$ cat config.mk
export PLATFORM = sky130hd
export DESIGN_NAME = zq_update_sched
export DESIGN_NICKNAME = d
export VERILOG_FILES = /design/src/rtl/zq_pkg.sv /design/src/rtl/zq_pwrup_timer.sv /design/src/rtl/zq_pending_reg.sv /design/src/rtl/zq_window_qual.sv /design/src/rtl/zq_update_sched.sv
export SDC_FILE = /design/constraint.sdc
export NUM_CORES = 1
export LEC_CHECK = 0
export ABC_CLOCK_PERIOD_IN_PS = 1520
export BUFFER_PORTS_ARGS = -buffer_cell sky130_fd_sc_hd__buf_2
export CORE_ASPECT_RATIO = 2
export CORE_UTILIZATION = 25
export CTS_BUF_LIST = sky130_fd_sc_hd__clkbuf_8
export DETAILED_ROUTE_END_ITERATION = 6
export SYNTH_ARGS = -nofsm -noshare
export SYNTH_HDL_FRONTEND = slang
export SYNTH_SLANG_ARGS = --single-unit
$ cat constraint.sdc
create_clock -name clk -period 1.52 [get_ports clk]
set_input_delay 0.304 -clock clk [delete_from_list [all_inputs] [get_ports clk]]
set_output_delay 0.304 -clock clk [all_outputs]
set_load 0.005 [all_outputs]
$ cat src/rtl/zq_pkg.sv
package zq_pkg;
  function automatic int unsigned cnt_width(input int unsigned limit);
    return (limit < 2) ? 1 : $clog2(limit + 1);
  endfunction
endpackage

$ cat src/rtl/zq_pwrup_timer.sv
module zq_pwrup_timer #(
  parameter int unsigned WAIT_CYCLES = 4096
) (
  input  logic clk,
  input  logic rst,
  input  logic clk_run,
  output logic ready
);
  localparam int unsigned CW = zq_pkg::cnt_width(WAIT_CYCLES);
  localparam logic [CW-1:0] LAST = CW'(WAIT_CYCLES - 1);

  logic [CW-1:0] cnt;

  always_ff @(posedge clk) begin
    if (rst) begin
      cnt   <= '0;
      ready <= 1'b0;
    end else if (clk_run && !ready) begin
      cnt   <= cnt + 1'b1;
      ready <= (cnt == LAST);
    end
  end

  a_r2_ready_sticky: assert property (@(posedge clk) disable iff (rst)
    ready |=> ready);
  a_r3_hold_when_stopped: assert property (@(posedge clk) disable iff (rst)
    (!clk_run && !ready) |=> !ready);
endmodule

$ cat src/rtl/zq_pending_reg.sv
module zq_pending_reg #(
  parameter int unsigned CODE_W = 6
) (
  input  logic              clk,
  input  logic              rst,
  input  logic              meas_valid,
  input  logic [CODE_W-1:0] meas_code,
  input  logic              take,
  output logic              pend_v,
  output logic [CODE_W-1:0] pend_code
);
  always_ff @(posedge clk) begin
    if (rst) begin
      pend_v    <= 1'b0;
      pend_code <= '0;
    end else begin
      if (meas_valid) begin
        pend_v    <= 1'b1;
        pend_code <= meas_code;
      end else if (take) begin
        pend_v <= 1'b0;
      end
    end
  end

  a_r7_latest_kept: assert property (@(posedge clk) disable iff (rst)
    meas_valid |=> (pend_v && pend_code == $past(meas_code)));
endmodule

$ cat src/rtl/zq_window_qual.sv
module zq_window_qual (
  input  logic ready,
  input  logic bus_hiz,
  input  logic sleep,
  input  logic clk_run,
  output logic window
);
  always_comb window = ready && bus_hiz && !sleep && clk_run;
endmodule

$ cat src/rtl/zq_update_sched.sv
module zq_update_sched #(
  parameter int unsigned CODE_W      = 6,
  parameter int unsigned WAIT_CYCLES = 4096
) (
  input  logic              clk,
  input  logic              rst,
  input  logic              bus_hiz,
  input  logic              sleep,
  input  logic              clk_run,
  input  logic              meas_valid,
  input  logic [CODE_W-1:0] meas_code,
  output logic              upd_strobe,
  output logic              ready,
  output logic [CODE_W-1:0] active_code
);
  localparam logic [CODE_W-1:0] MID = {1'b1, {(CODE_W-1){1'b0}}};

  logic              window;
  logic              take;
  logic              pend_v;
  logic [CODE_W-1:0] pend_code;

  zq_pwrup_timer #(.WAIT_CYCLES(WAIT_CYCLES)) u_timer (
    .clk(clk), .rst(rst), .clk_run(clk_run), .ready(ready)
  );

  zq_window_qual u_qual (
    .ready(ready), .bus_hiz(bus_hiz), .sleep(sleep),
    .clk_run(clk_run), .window(window)
  );

  assign take = window && pend_v;

  zq_pending_reg #(.CODE_W(CODE_W)) u_pend (
    .clk(clk), .rst(rst), .meas_valid(meas_valid), .meas_code(meas_code),
    .take(take), .pend_v(pend_v), .pend_code(pend_code)
  );

  always_ff @(posedge clk) begin
    if (rst) begin
      active_code <= MID;
      upd_strobe  <= 1'b0;
    end else begin
      upd_strobe <= take;
      if (take) active_code <= pend_code;
    end
  end

  a_r4_only_hiz: assert property (@(posedge clk) disable iff (rst)
    upd_strobe |-> $past(bus_hiz));
  a_r5_not_sleep: assert property (@(posedge clk) disable iff (rst)
    upd_strobe |-> !$past(sleep));
  a_r6_clock_running: assert property (@(posedge clk) disable iff (rst)
    upd_strobe |-> $past(clk_run));
  a_r8_after_ready: assert property (@(posedge clk) disable iff (rst)
    upd_strobe |-> $past(ready));
  a_r11_hold_code: assert property (@(posedge clk) disable iff (rst)
    !upd_strobe |-> $stable(active_code));
  a_r9_clears_pending: assert property (@(posedge clk) disable iff (rst)
    (take && !meas_valid) |=> !pend_v);
endmodule

==> results of run 1 <==
## cell type report
type	count	area (µm²)	share of cell area
timing repair buffer	30	178	0.118
tap	55	68.8	0.0458
sequential	28	562	0.374
multi-input combinational	87	622	0.413
clock buffer	4	55.1	0.0366
inverter	5	18.8	0.0125
## synthesized netlist by cell type, types with 2 or more instances
cell type  number  area [µm²]
dfxtp_1        28         561
nor2_1         14        52.6
a21oi_1        13        65.1
nand3_1         9        45.0
o21ai_0         9        45.0
mux2i_1         7        70.1
clkbuf_1        5        18.8
inv_1           5        18.8
o31ai_1         4        30.0
or4_1           4        30.0
nand2_1         3        11.3
nor2b_1         3        18.8
or3_1           3        18.8
mux2_1          2        22.5
nor4_1          2        12.5
## placed cells by master (no fill, tap or decap), drive strengths merged
| master | count |
|---|---|
| nor2b | 3 |
| or4 | 4 |
| a22o | 1 |
| nor4 | 3 |
| xnor2 | 1 |
| and4b | 1 |
| buf | 30 |
| ha | 1 |
| nor3 | 1 |
| o21ai | 9 |
| nand3 | 9 |
| nand2 | 3 |
| mux2 | 3 |
| nand4b | 2 |
| nand3b | 2 |
| nor2 | 14 |
| xor2 | 1 |
| dfxtp | 28 |
| or3 | 3 |
| o31ai | 4 |
| mux2i | 7 |
| clkbuf | 4 |
| inv | 5 |
| nand4 | 2 |
| a21oi | 13 |
## worst min-delay path: cells and delay by family
| kind | cells | cell delay, ns |
|---|---|---|
| buffers and inverters | 1 | 0.07 |
| AND/OR/NAND/NOR | 1 | 0.07 |
| multiplexers | 1 | 0.05 |
## metrics by stage
stage | setup slack [ns] | setup TNS [ns] | utilization | cells | hold slack (ns)
floorplan | 0.0572 | 0 | - | 126 | 0.443
global placement | 0.0412 | 0 | 0.303 | 203 | 0.461
detailed placement | -0.0150 | -0.0150 | 0.303 | 203 | 0.465
CTS | 0.0121 | 0 | 0.318 | 207 | 0.249
global route | 0.0115 | 0 | 0.330 | 209 | 0.251
finish | 0.0650 | 0 | 0.330 | 209 | 0.251
## per-layer routing
layer  up-vias  track usage  routed length (µm)
li1        508            -                   -
met1       465        0.113                1040
met2        16        0.208                1450
met3         5       0.0139                  46
met4         0       0.0705                  73
met5         -            0                   0
## cell families after synthesis
kind of cell             Yosys count
AND/OR/NAND/NOR                   47
flip-flops                        28
AO/OA/AOI/OAI                     27
buffers and inverters             11
multiplexers                      10
XOR/XNOR                           2
adder cells (fa/ha/maj)            1
## state kept, by name, summed over array words and instances, names as in the netlist
signal / count
active_code: 6
u_pend.pend_code: 6
u_pend.pend_v: 1
u_timer.cnt: 13
u_timer.ready: 1
upd_strobe: 1
## what timing repair did
action	CTS	global route
pin swaps	0	1
gates resized for setup	2	8
hold buffers	0	0
setup buffers	0	2
setup endpoints to repair	1	5
## where the power goes
part	switching (mW)	internal, mW
registers	0.0118	0.751
clock network	0.234	0.232
logic	0.0530	0.0452
## path summary, 6_finish.rpt
kind	endpoint	slack (ns)	depth (start not counted)
setup reg to reg	u_timer.cnt[10]	0.07	4
hold / removal	u_pend.pend_code[1]	0.25	3
hold reg to reg	active_code[4]	0.48	2
setup / recovery	u_timer.cnt[10]	0.07	4
==> out/metrics.csv, run 1 <==
stage;metric;value;unit
outcome;outcome;completed;
sta;slew_viol_final;0;
yosys;synth-seq-area-share;0.477;
min_path;hold_path.class;in2reg;
routing;drcViolationCount;0;
grt;grt_usage;0.112;
floorplanning;start_util;0.258;
layout;syn_to_final_growth;28.0;%
worst_setup_path;slowest_stage;or4_1;
clocking;clockBufferDepth;2;
yosys;synth-edff-count;0;
worst_setup_path;rr_startpoint;u_timer.cnt[1];
floorplanning;die_h;99.0;µm
worst_setup_path;critPathKind;reg2reg;
clocking;htreeDepth;1;
power_and_ir_drop;peakVddDrop;0.664;mV
placement;gp_congestion;0.744;
grt;grt_max_degree;16;
routing;ant_nets;0;
sta;clock.fmax;687;MHz
power_and_ir_drop;power_density;883;nW/µm²
sta;fin_crit;1.45;ns
worst_setup_path;start_kind;flip-flop;
floorplanning;placementRows;35;
grt;antenna_found_initial;0;
worst_setup_path;critPathBufInv;0;
routing;vias;994;
layout;diodes;0;
sta;fin_skew;0.00297;ns
layout;layout-drive-gt1-share;0.299;
layout;final_area;1500;µm²
worst_setup_path;required;1.74;ns
clocking;clk_latency;0.28;ns
worst_setup_path;worst-path-max-fanout;8;
yosys;syn_inst;126;
yosys;synth_simple_gate_area_frac;0.244;
yosys;synth_top_family_by_area;simple AND/OR/NAND/NOR gates;
yosys;synth_nets;139;
worst_setup_path;max_stage_delay;0.53;ns
sta;worst_slew_pin_slew;0.377;ns
clocking;cts_sinks;28;
sta;rsz0062_at_grt;false;
layout;num-fill-cells;520;
sta;hold_violations;0;
floorplanning;die_x;50.5;µm
clocking;cts.reportedPaths.clkPinSlew;0.09;ns
clocking;cts_made_buffers;3;
grt;first_global_vias;945;
yosys;synth_area_per_cell;9.32;µm²
yosys;ys_warn_count;0;
yosys;synth_compound_area_frac;0.127;
yosys;ys_seq_elements;28;
routing;avgRoutedWirePerCell;12.5;µm
clocking;cts-root-buf;clkbuf_8;
yosys;synthAdderAreaFrac;0.0106;
sta;finalCritPeriodShare;0.957;
sta;relSlewSlack;0.747;
yosys;synth-xor-area-share;0.0149;
min_path;hold_start;meas_code[1];
clocking;cts_tree;built;
power_and_ir_drop;finalPower;1.33;mW
floorplanning;core-area;4550;µm²
routing;dr.pass1.iters;4;
yosys;synthesis.area;1170;µm²
yosys;synthFlopType;dfxtp_1;
yosys;synthMuxAreaShare;0.0884;
sta;finalSetupViolations;0;
layout;layout.nets;168;
worst_setup_path;crit_arrival;1.67;ns
grt;grt_pass1_wl;4250;µm
worst_setup_path;cp_cell_sequence;ha_4 > nand4b_4 > or4_1 > a21oi_1;
worst_setup_path;cpLargestDelayFamily;simple AND/OR/NAND/NOR gates;
routing;routed_wl;2610;µm
yosys;synth_cell_type_count;30;
power_and_ir_drop;leakage;0.613;nW
worst_setup_path;end_kind;flip-flop;
worst_setup_path;worstSetupStartpoint;u_timer.cnt[1];
yosys;synthArstFlopShare;0;
floorplanning;num_io_pins;20;
placement;port_buffers;19;
placement;dp_hpwl;2020;µm
grt;overflow;0;
placement;dpl_cell_area;1380;µm²
routing;first_iter_violations;26;
routing;vias_per_cell;4.76;
flow_run;maxCapViolations;0;
floorplanning;dieArea;4990;µm²
(Power assumes the default switching activity.)
==> run 2: changes to the inputs <==
--- a/config.mk
+++ b/config.mk
@@ -5,7 +5,7 @@
 export SDC_FILE = /design/constraint.sdc
 export NUM_CORES = 1
 export LEC_CHECK = 0
-export ABC_CLOCK_PERIOD_IN_PS = 1520
+export ABC_CLOCK_PERIOD_IN_PS = 1650
 export BUFFER_PORTS_ARGS = -buffer_cell sky130_fd_sc_hd__buf_2
 export CORE_ASPECT_RATIO = 2
 export CORE_UTILIZATION = 25
==> constraint.sdc (replaced) <==
create_clock -name clk -period 1.65 [get_ports clk]
set_input_delay 0.33 -clock clk [delete_from_list [all_inputs] [get_ports clk]]
set_output_delay 0.33 -clock clk [all_outputs]
set_load 0.005 [all_outputs]
==> run 2 against run 1 <==
Net effect: utilization shrank 2.5 points; clock skew is essentially flat; worst setup slack gained 0.042 ns; non-clock buffer count shrank 6; cell count shrank 3.3%; critical endpoint is now u_timer.cnt[12]; largest cell class unchanged; highest routed layer unchanged.
==> out/metrics.csv, run 2 (synthesized netlist as in run 1, its figures left out) <==
stage;metric;value;unit
outcome;outcome;completed;
sta;slew_viol_final;0;
layout;diodes;0;
flow_run;maxCapViolations;0;
grt;grt_usage;0.115;
worst_setup_path;end_kind;flip-flop;
layout;layout_commonest_cell;dfxtp_1;
worst_setup_path;required;1.83;ns
placement;port_buffers;19;
layout;top_regs;u_timer.cnt: 13 flops, active_code: 6 flops, u_pend.pend_code: 6 flops;
grt;grt_max_degree;19;
layout;top_register;u_timer.cnt;
min_path;hold_start;meas_code[5];
routing;vias_per_cell;4.87;
layout;final_area;1390;µm²
routing;routed_wl;2520;µm
min_path;holdPathStages;3;
worst_setup_path;r2r_end;u_timer.cnt[12];
clocking;cts.reportedPaths.clkPinSlew;0.09;ns
worst_setup_path;cp_cell_sequence;ha_1 > nand4b_4 > nor4_2 > mux2_1;
clocking;cts_tree;built;
routing;dr.pass1.iters;2;
routing;first_iter_violations;20;
layout;final_cell_mix;dfxtp_1, buf_2, nor2_1, a21oi_1;
clocking;clockBufferDepth;2;
sta;clock.fmax;648;MHz
power_and_ir_drop;leakage;0.550;nW
sta;relSlewSlack;0.758;
routing;drcViolationCount;0;
sta;worst_slack;0.107;ns
layout;layout-drive-gt1-share;0.218;
placement;dp_hpwl;1990;µm
layout;syn_to_final_growth;18.4;%
grt;overflow;0;
power_and_ir_drop;power_density;830;nW/µm²
routing;ant_nets;0;
sta;finalSetupViolations;0;
floorplanning;die_h;99.0;µm
layout;largest_reg_flops;13;
min_path;hold_path.class;in2reg;
worst_setup_path;slowest_stage;dfxtp_1;
worst_setup_path;crit_arrival;1.72;ns
sta;finalCritPeriodShare;0.935;
clocking;post_cts_buffers;0;
min_path;holdPathEnd;u_pend.pend_code[5];
layout;layout.nets;162;
floorplanning;num_io_pins;20;
worst_setup_path;critPathKind;reg2reg;
sta;fin_skew;0.00303;ns
clocking;cts-root-buf;clkbuf_8;
clocking;cts_sinks;28;
clocking;cts_made_buffers;3;
placement;dpl_cell_area;1350;µm²
worst_setup_path;max_stage_delay;0.39;ns
grt;grt_pass1_wl;4280;µm
sta;tns;0;ns
floorplanning;placementRows;35;
floorplanning;die_x;50.5;µm
grt;antenna_found_initial;0;
worst_setup_path;rr_startpoint;u_timer.cnt[0];
worst_setup_path;cpLargestDelayFamily;simple AND/OR/NAND/NOR gates;
grt;first_global_vias;927;
placement;gp_congestion;0.749;
clocking;ctsHoldBuffers;0;
clocking;htreeDepth;1;
floorplanning;start_util;0.258;
sta;hold_violations;0;
clocking;clk_latency;0.28;ns
power_and_ir_drop;peakVddDrop;0.645;mV
sta;fin_crit;1.54;ns
floorplanning;dieArea;4990;µm²
worst_setup_path;start_kind;flip-flop;
worst_setup_path;critPathBufInv;0;
routing;vias;983;
placement;place_ws;0.0957;ns
worst_setup_path;reg2reg_depth;4;
clocking;cts_repair_resize_count;0;
sta;worst_slew_pin_slew;0.361;ns
power_and_ir_drop;finalPower;1.15;mW
routing;avgRoutedWirePerCell;12.5;µm
sta;rsz0062_at_grt;false;
worst_setup_path;reg2reg_slack;0.11;ns
floorplanning;core-area;4550;µm²
worst_setup_path;worst-path-max-fanout;5;
-- run 2: worst max-delay path by stage --
stage / startpoint / to / cells after the start
floorplan: u_timer.cnt[0] / u_timer.cnt[12] / 4
global placement: u_timer.cnt[0] / u_timer.cnt[12] / 4
detailed placement: u_timer.cnt[0] / u_timer.cnt[12] / 4
CTS: u_timer.cnt[0] / u_timer.cnt[12] / 4
global route: u_timer.cnt[0] / u_timer.cnt[12] / 4
finish: u_timer.cnt[0] / u_timer.cnt[12] / 4
-- run 2: routing by layer --
metal / share of wire / vias to the layer above / track usage
met1: 0.38 / 467 / 0.108
met2: 0.57 / 14 / 0.214
met5: 0 / - / 0
li1: - / 497 / -
met3: 0.015 / 5 / 0.0139
met4: 0.031 / 0 / 0.0833
-- run 2: per-stage QoR --
stage | util | cells | hold slack (ns)
4_1_cts | 0.305 | 202 | 0.278
3_3_place_gp | 0.296 | 199 | 0.452
2_1_floorplan | - | 126 | 0.443
3_5_place_dp | 0.296 | 199 | 0.459
5_1_grt | 0.305 | 202 | 0.275
6_report | 0.305 | 202 | 0.277
-- run 2: cell type report --
class / instances / area (µm²)
Tap cell: 55 / 68.8
Inverter: 5 / 18.8
Multi-Input combinational cell: 87 / 569
Sequential cell: 28 / 561
Clock buffer: 3 / 41.3
Fill cell: 514 / 3160
Timing Repair Buffer: 24 / 133
-- run 2: report_power, final --
group	switching, mW	internal [mW]	total, mW
Sequential	0.0104	0.691	0.701
Combinational	0.0430	0.0340	0.0770
Clock	0.212	0.165	0.376
Total	0.265	0.890	1.15
-- run 2: worst register-to-register path, delay by kind of cell, from the launching register on --
family	cells	cell delay, ns
simple gates	2	0.46
mux	1	0.35
flops	1	0.39
fa+ha+maj	1	0.24
